**src/rtl/sgs_pkg.sv**
```systemverilog
package sgs_pkg;

  localparam int SAMPLE_W = 16;
  localparam int COEF_W   = 17;
  localparam int FRAC_W   = 14;
  localparam int SHIFT_W  = 3;
  localparam int TSEL_W   = 4;

  typedef struct packed {
    logic                load;
    logic                finish;
    logic [SHIFT_W-1:0]  shift;
    logic [COEF_W-1:0]   coef;
    logic                mute;
    logic                bypass;
  } gain_ctl_t;

  // Q2.14 trim coefficients, index 6 = unity
  function automatic logic [COEF_W-1:0] trimCoef(input logic [TSEL_W-1:0] idx);
    logic [COEF_W-1:0] c;
    case (idx)
      4'd0:    c = 17'd8211;
      4'd1:    c = 17'd9213;
      4'd2:    c = 17'd10338;
      4'd3:    c = 17'd11599;
      4'd4:    c = 17'd13014;
      4'd5:    c = 17'd14602;
      4'd6:    c = 17'd16384;
      4'd7:    c = 17'd18383;
      4'd8:    c = 17'd20626;
      4'd9:    c = 17'd23143;
      4'd10:   c = 17'd25967;
      4'd11:   c = 17'd29135;
      default: c = 17'd32690;
    endcase
    return c;
  endfunction

endpackage

```
**src/rtl/sgs_ctrl.sv**
```systemverilog
module sgs_ctrl
  import sgs_pkg::*;
#(
  parameter int VOL_MAX  = 4,
  parameter int TRIM_MAX = 12
) (
  input  logic               clk,
  input  logic               rst_n,
  input  logic               inValid,
  input  logic [SHIFT_W-1:0] volSel,
  input  logic [TSEL_W-1:0]  trimSel,
  input  logic               muteEn,
  input  logic               bypassEn,
  output gain_ctl_t          ctl,
  output logic               outValid
);

  logic               stage1Valid;
  logic [SHIFT_W-1:0] volEff;
  logic [TSEL_W-1:0]  trimEff;

  // clamp out-of-range codes to the deepest / highest setting
  always_comb begin
    volEff  = (volSel  > SHIFT_W'(VOL_MAX))  ? SHIFT_W'(VOL_MAX) : volSel;
    trimEff = (trimSel > TSEL_W'(TRIM_MAX)) ? TSEL_W'(TRIM_MAX) : trimSel;
  end

  always_comb begin
    ctl.load   = inValid;
    ctl.finish = stage1Valid;
    ctl.shift  = volEff;
    ctl.coef   = trimCoef(trimEff);
    ctl.mute   = muteEn;
    ctl.bypass = bypassEn;
  end

  always_ff @(posedge clk or negedge rst_n) begin
    if (!rst_n) begin
      stage1Valid <= 1'b0;
      outValid    <= 1'b0;
    end else begin
      stage1Valid <= inValid;
      outValid    <= stage1Valid;
    end
  end

  // every accepted sample yields a result two edges later
  a_r2_latency: assert property (@(posedge clk) disable iff (!rst_n)
    inValid |=> ##1 outValid);

  // no result without a sample
  a_r2_no_spurious: assert property (@(posedge clk) disable iff (!rst_n)
    !inValid |=> ##1 !outValid);

endmodule

```
**src/rtl/sgs_datapath.sv**
```systemverilog
module sgs_datapath
  import sgs_pkg::*;
#(
  parameter int DATA_W = SAMPLE_W,
  parameter int CW     = COEF_W,
  parameter int FW     = FRAC_W
) (
  input  logic              clk,
  input  logic              rst_n,
  input  gain_ctl_t         ctl,
  input  logic [DATA_W-1:0] inSample,
  output logic [DATA_W-1:0] outSample
);

  localparam int PROD_W = DATA_W + CW;
  localparam int SUM_W  = PROD_W + 1;
  localparam logic signed [SUM_W-1:0] HALF_LSB = SUM_W'(1) << (FW - 1);
  localparam logic signed [SUM_W-1:0] SAT_HI   = SUM_W'((2 ** (DATA_W - 1)) - 1);
  localparam logic signed [SUM_W-1:0] SAT_LO   = -SAT_HI - SUM_W'(1);

  logic signed [DATA_W-1:0] s1Shifted;
  logic [DATA_W-1:0]        s1Raw;
  logic [CW-1:0]            s1Coef;
  logic                     s1Mute;
  logic                     s1Bypass;

  logic signed [PROD_W-1:0] prod;
  logic signed [SUM_W-1:0]  rounded;
  logic [DATA_W-1:0]        satVal;

  // stage 1: capture sample with its settings, apply coarse volume shift
  always_ff @(posedge clk or negedge rst_n) begin
    if (!rst_n) begin
      s1Shifted <= '0;
      s1Raw     <= '0;
      s1Coef    <= '0;
      s1Mute    <= 1'b0;
      s1Bypass  <= 1'b0;
    end else if (ctl.load) begin
      s1Shifted <= $signed(inSample) >>> ctl.shift;
      s1Raw     <= inSample;
      s1Coef    <= ctl.coef;
      s1Mute    <= ctl.mute;
      s1Bypass  <= ctl.bypass;
    end
  end

  // fine trim: multiply, round to nearest, saturate
  always_comb begin
    prod    = $signed(s1Shifted) * $signed({1'b0, s1Coef[CW-2:0]});
    rounded = (SUM_W'(prod) + HALF_LSB) >>> FW;
    if (rounded > SAT_HI)      satVal = SAT_HI[DATA_W-1:0];
    else if (rounded < SAT_LO) satVal = SAT_LO[DATA_W-1:0];
    else                       satVal = rounded[DATA_W-1:0];
  end

  // stage 2: select mute / bypass / scaled result
  always_ff @(posedge clk or negedge rst_n) begin
    if (!rst_n) begin
      outSample <= '0;
    end else if (ctl.finish) begin
      if (s1Mute)        outSample <= '0;
      else if (s1Bypass) outSample <= s1Raw;
      else               outSample <= satVal;
    end
  end

  // muted sample comes out as silence
  a_r7_mute_zero: assert property (@(posedge clk) disable iff (!rst_n)
    (ctl.finish && s1Mute) |=> (outSample == '0));

  // bypassed sample comes out equal to the captured input
  a_r8_bypass_raw: assert property (@(posedge clk) disable iff (!rst_n)
    (ctl.finish && s1Bypass && !s1Mute) |=> (outSample == $past(s1Raw)));

  // output holds when no result is produced
  a_r2_hold: assert property (@(posedge clk) disable iff (!rst_n)
    !ctl.finish |=> $stable(outSample));

  // captured sample stays put without a strobe
  a_r9_capture_only_on_strobe: assert property (@(posedge clk) disable iff (!rst_n)
    !ctl.load |=> ($stable(s1Raw) && $stable(s1Coef) && $stable(s1Mute)));

endmodule

```
**src/rtl/speech_gain_stage.sv**
```systemverilog
module speech_gain_stage
  import sgs_pkg::*;
#(
  parameter int VOL_MAX  = 4,
  parameter int TRIM_MAX = 12
) (
  input  logic                clk,
  input  logic                rst_n,
  input  logic                inValid,
  input  logic [SAMPLE_W-1:0] inSample,
  input  logic [SHIFT_W-1:0]  volSel,
  input  logic [TSEL_W-1:0]   trimSel,
  input  logic                muteEn,
  input  logic                bypassEn,
  output logic                outValid,
  output logic [SAMPLE_W-1:0] outSample
);

  gain_ctl_t ctl;

  sgs_ctrl #(
    .VOL_MAX (VOL_MAX),
    .TRIM_MAX(TRIM_MAX)
  ) u_ctrl (
    .clk     (clk),
    .rst_n   (rst_n),
    .inValid (inValid),
    .volSel  (volSel),
    .trimSel (trimSel),
    .muteEn  (muteEn),
    .bypassEn(bypassEn),
    .ctl     (ctl),
    .outValid(outValid)
  );

  sgs_datapath #(
    .DATA_W(SAMPLE_W),
    .CW    (COEF_W),
    .FW    (FRAC_W)
  ) u_datapath (
    .clk      (clk),
    .rst_n    (rst_n),
    .ctl      (ctl),
    .inSample (inSample),
    .outSample(outSample)
  );

endmodule

```
**config.mk**
```make
export PLATFORM = sky130hd
export DESIGN_NAME = speech_gain_stage
export DESIGN_NICKNAME = d
export VERILOG_FILES = /design/src/rtl/sgs_pkg.sv /design/src/rtl/sgs_ctrl.sv /design/src/rtl/sgs_datapath.sv /design/src/rtl/speech_gain_stage.sv
export SDC_FILE = /design/constraint.sdc
export NUM_CORES = 1
export LEC_CHECK = 0
export CAP_MARGIN = 30
export CORE_ASPECT_RATIO = 0.8
export CORE_UTILIZATION = 30
export DETAILED_ROUTE_END_ITERATION = 10
export GPL_TIMING_DRIVEN = 0
export PLACE_DENSITY_LB_ADDON = 0.15
export SYNTH_ARGS = -nofsm -noshare
export SYNTH_HDL_FRONTEND = slang
export SYNTH_SLANG_ARGS = --single-unit
```
**constraint.sdc**
```tcl
create_clock -name clk -period 9.4 [get_ports clk]
set_clock_uncertainty 0.1 [all_clocks]
set_input_delay 0.94 -clock clk [delete_from_list [all_inputs] [get_ports clk]]
set_output_delay 0.94 -clock clk [all_outputs]
set_load 0.01 [all_outputs]
```
==> impl_metrics.json <==
{
  "synth.avg_cell_area_um2": 9.063,
  "worstSetupEndpointType": "flop",
  "via_count": 9212,
  "cts_post_setup_buffers_inserted": 0,
  "layout_min_cycle_time_ns": 7.841,
  "vias_per_cell": 4.854,
  "io_buffers": 41,
  "worst_path_largest_cell_delay_ns": 0.60,
  "most_used_dff_post_synth": "sky130_fd_sc_hd__dfrtp_1",
  "finalSetupViolations": 0,
  "netlist_top_cells_area": "sky130_fd_sc_hd__fa_1 30%, sky130_fd_sc_hd__dfrtp_1 14%, sky130_fd_sc_hd__ha_1 14%",
  "finalCritPeriodShare": 0.8341,
  "regToRegStartpoint": "u_datapath.s1Coef[7]",
  "r2r_slack_ns": 1.56,
  "arrival_ns": 8.00,
  "critPathMaxFanout": 10,
  "top_level_ports": 45,
  "ys_seq_area_frac": 0.1391,
  "max-slew-margin-rel": 0.4298,
  "full_die_area_um2": 40380,
  "depth_of_the_worst_register_to_register_path": 22,
  "initialDrtViolationCount": 490,
  "clock_path_buffers": 2,
  "layout.nets": 1699,
  "min_delay_worst_endpoint": "u_ctrl.outValid",
  "grt_start_max_net_pins": 67,
  "global_route.usage.total": 0.1783,
  "cts_tree": "yes",
  "worstSetupStartpoint": "u_datapath.s1Coef[7]",
  "synth_most_common_cell": "sky130_fd_sc_hd__inv_1",
  "dp_hpwl_mm": 29.31,
  "fmaxAchievable_mhz": 127.5,
  "timing.critical_path.from_type": "flop",
  "cts.sinks": 66,
  "drt_drc_violations_left": 0,
  "netlist-cell-type-count": 59,
  "fillers": 4113,
  "initial_antenna_violation_count": 2,
  "finalSetupTns_ns": 0,
  "timing.final.hold_violations": 0,
  "die_h_um": 179.9,
  "antenna_left": 0,
  "worstHoldStart": "u_ctrl.stage1Valid",
  "timing.rr.end": "u_datapath.outSample[6]",
  "status": "completed",
  "required_time_of_the_worst_setup_path_ns": 9.56,
  "gpl.final_weighted_congestion": 0.8306,
  "critPathBufInv": 6,
  "synth-edff-count": 0,
  "cp_cell_sequence": "clkbuf_1 > nand2_1 > fa_1 > inv_1 > fa_1 > inv_1 > fa_1 > inv_1 > fa_1 > fa_1 > inv_1 > fa_1 > inv_1 > ha_1 > nand2_1 > a2111oi_4 > a21oi_1 > a2111o_1 > a21o_1 > a2111oi_4 > o21ai_0 > a31oi_1",
  "critical_path.most_common_cell": "sky130_fd_sc_hd__fa_1",
  "cell_area_after_placement_um2": 12940,
  "max_slew_violation_count": 0,
  "placeable_area_um2": 38600,
  "worstSetupPathType": "flop to flop",
  "initial_cell_density_of_the_core": 0.3076,
  "worst_hold_path_stage_count": 0,
  "final_cell_area_um2": 13250,
  "critical-path-slowest-cell": "sky130_fd_sc_hd__dfrtp_1",
  "max_cap_viol_count": 0,
  "die_width_um": 224.4,
  "post-synth-top-area-cell": "sky130_fd_sc_hd__fa_1",
  "synth-async-reset-ratio": 1.000,
  "min_path_type": "flop to flop",
  "cts-root-buf": "sky130_fd_sc_hd__clkbuf_16",
  "cts.repair.resized": 0,
  "ffs_latches_synth": 66,
  "post_drt_wl_per_cell_um": 18.48,
  "wirelength_mm": 35.07,
  "worst_pin_slew_ns": 0.8553,
  "cpLargestDelayFamily": "adder cells",
  "first_pass_iters": 8,
  "clkSlewWorstSetupHoldPaths_ns": 0.06,
  "grt_pass1_wl_mm": 54.76,
  "synth.yosys.warnings": 0,
  "cts_bufs_inserted": 9,
  "unrepaired_setup_endpoints_after_global_routing": "no",
  "number_of_global_route_vias_before_repair": 9430,
  "std_cell_rows": 64,
  "holdWs_ns": 0.2725,
  "yosys.area.top_type_share": 0.3035,
  "cts_hold_buf": 0,
  "synthToLayoutAreaGrowth_pct": 11.62,
  "clock_latency_ns": 0.33,
  "h-tree-depth": 3,
  "netlist_top_cells_count": "242 x sky130_fd_sc_hd__inv_1, 180 x sky130_fd_sc_hd__fa_1, 148 x sky130_fd_sc_hd__nand2_1",
  "postSynthCellCount": 1310,
  "post_synth_instance_area_um2": 11870,
  "grt_overflow": 0,
  "syn-num-nets": 1647,
  "final_layout_size_suffix_gt1_frac": 0.04609
}
[state kept, by name, summed over array words and instances (netlist names)]
register              cells
u_datapath.outSample     16
u_datapath.s1Shifted     16
u_datapath.s1Coef        15
u_datapath.s1Raw         15
u_ctrl.outValid           1
u_ctrl.stage1Valid        1
u_datapath.s1Bypass       1
u_datapath.s1Mute         1
[worst max-delay path by stage]
stage                     slack, ns                       end  cells after the start
after global placement         1.52   u_datapath.outSample[6]                     22
after CTS                      1.56   u_datapath.outSample[6]                     20
after global routing           1.10  u_datapath.outSample[11]                     22
after detailed placement       1.55   u_datapath.outSample[6]                     20
after floorplan                2.82  u_datapath.outSample[13]                     22
final                          1.56   u_datapath.outSample[6]                     22
[per-layer routing]
metal | up-vias | GRT usage | share of wire
met5 | - | 0 | 0
met4 | 0 | 0.02558 | 0.0082
met3 | 16 | 0.02092 | 0.044
met2 | 184 | 0.2749 | 0.44
met1 | 4708 | 0.2705 | 0.50
li1 | 4304 | - | -
[per-stage QoR]
stage          utilization  worst slack, ns  instances
6_report            0.3434            1.559       1898
5_1_grt             0.3432            1.103       1895
4_1_cts             0.3432            1.557       1895
3_5_place_dp        0.3353            1.547       1879
3_3_place_gp        0.3354            1.516       1879
2_1_floorplan            -            2.817       1310
[cell usage in the layout, fill, tap and decap left out, drive strengths merged, types with 22 or more instances in the layout]
| master | n |
|---|---|
| inv | 243 |
| fa | 180 |
| nand2 | 148 |
| ha | 129 |
| and2 | 110 |
| dfrtp | 66 |
| clkbuf | 65 |
| a21oi | 59 |
| o21ai | 47 |
| nor2 | 44 |
| clkdlybuf4s50 | 40 |
| mux2 | 22 |
[area by class of cell]
cell class              count  area, µm²  share of cell area
diodes                      3      7.507           0.0005665
clock inverters             6      65.06            0.004909
plain buffers              60      230.2             0.01737
inverters                 243      912.1             0.06883
repair buffers             41      407.9             0.03078
clock buffers              10      239.0             0.01803
well taps                 528      660.6             0.04985
flip-flops and latches     66       1652              0.1246
multi-input cells         941       9079              0.6850
[kinds of logic after synthesis]
kind of cell    count (synthesis)  share of synthesized area
mux                            49                    0.04995
compound gates                200                     0.1105
buf+inv                       303                    0.09622
xor+xnor                        8                   0.006534
fa+ha+maj                     309                     0.4395
flops                          66                     0.1391
simple gates                  375                     0.1582
[worst reg2reg max path, cell delays in order, from the launching register on]
cell and delay [ns]:
sky130_fd_sc_hd__dfrtp_1 0.60, sky130_fd_sc_hd__clkbuf_1 0.59, sky130_fd_sc_hd__nand2_1 0.18, sky130_fd_sc_hd__fa_1 0.58
sky130_fd_sc_hd__inv_1 0.06, sky130_fd_sc_hd__fa_1 0.50, sky130_fd_sc_hd__inv_1 0.06, sky130_fd_sc_hd__fa_1 0.52
sky130_fd_sc_hd__inv_1 0.06, sky130_fd_sc_hd__fa_1 0.51, sky130_fd_sc_hd__fa_1 0.54, sky130_fd_sc_hd__inv_1 0.05
sky130_fd_sc_hd__fa_1 0.57, sky130_fd_sc_hd__inv_1 0.06, sky130_fd_sc_hd__ha_1 0.40, sky130_fd_sc_hd__nand2_1 0.12
sky130_fd_sc_hd__a2111oi_4 0.31, sky130_fd_sc_hd__a21oi_1 0.15, sky130_fd_sc_hd__a2111o_1 0.51, sky130_fd_sc_hd__a21o_1 0.23
sky130_fd_sc_hd__a2111oi_4 0.57, sky130_fd_sc_hd__o21ai_0 0.29, sky130_fd_sc_hd__a31oi_1 0.21
Power is left out: the tool's default activity adds up to more than one toggle a clock period on the data nets, which glitch-free logic cannot reach.
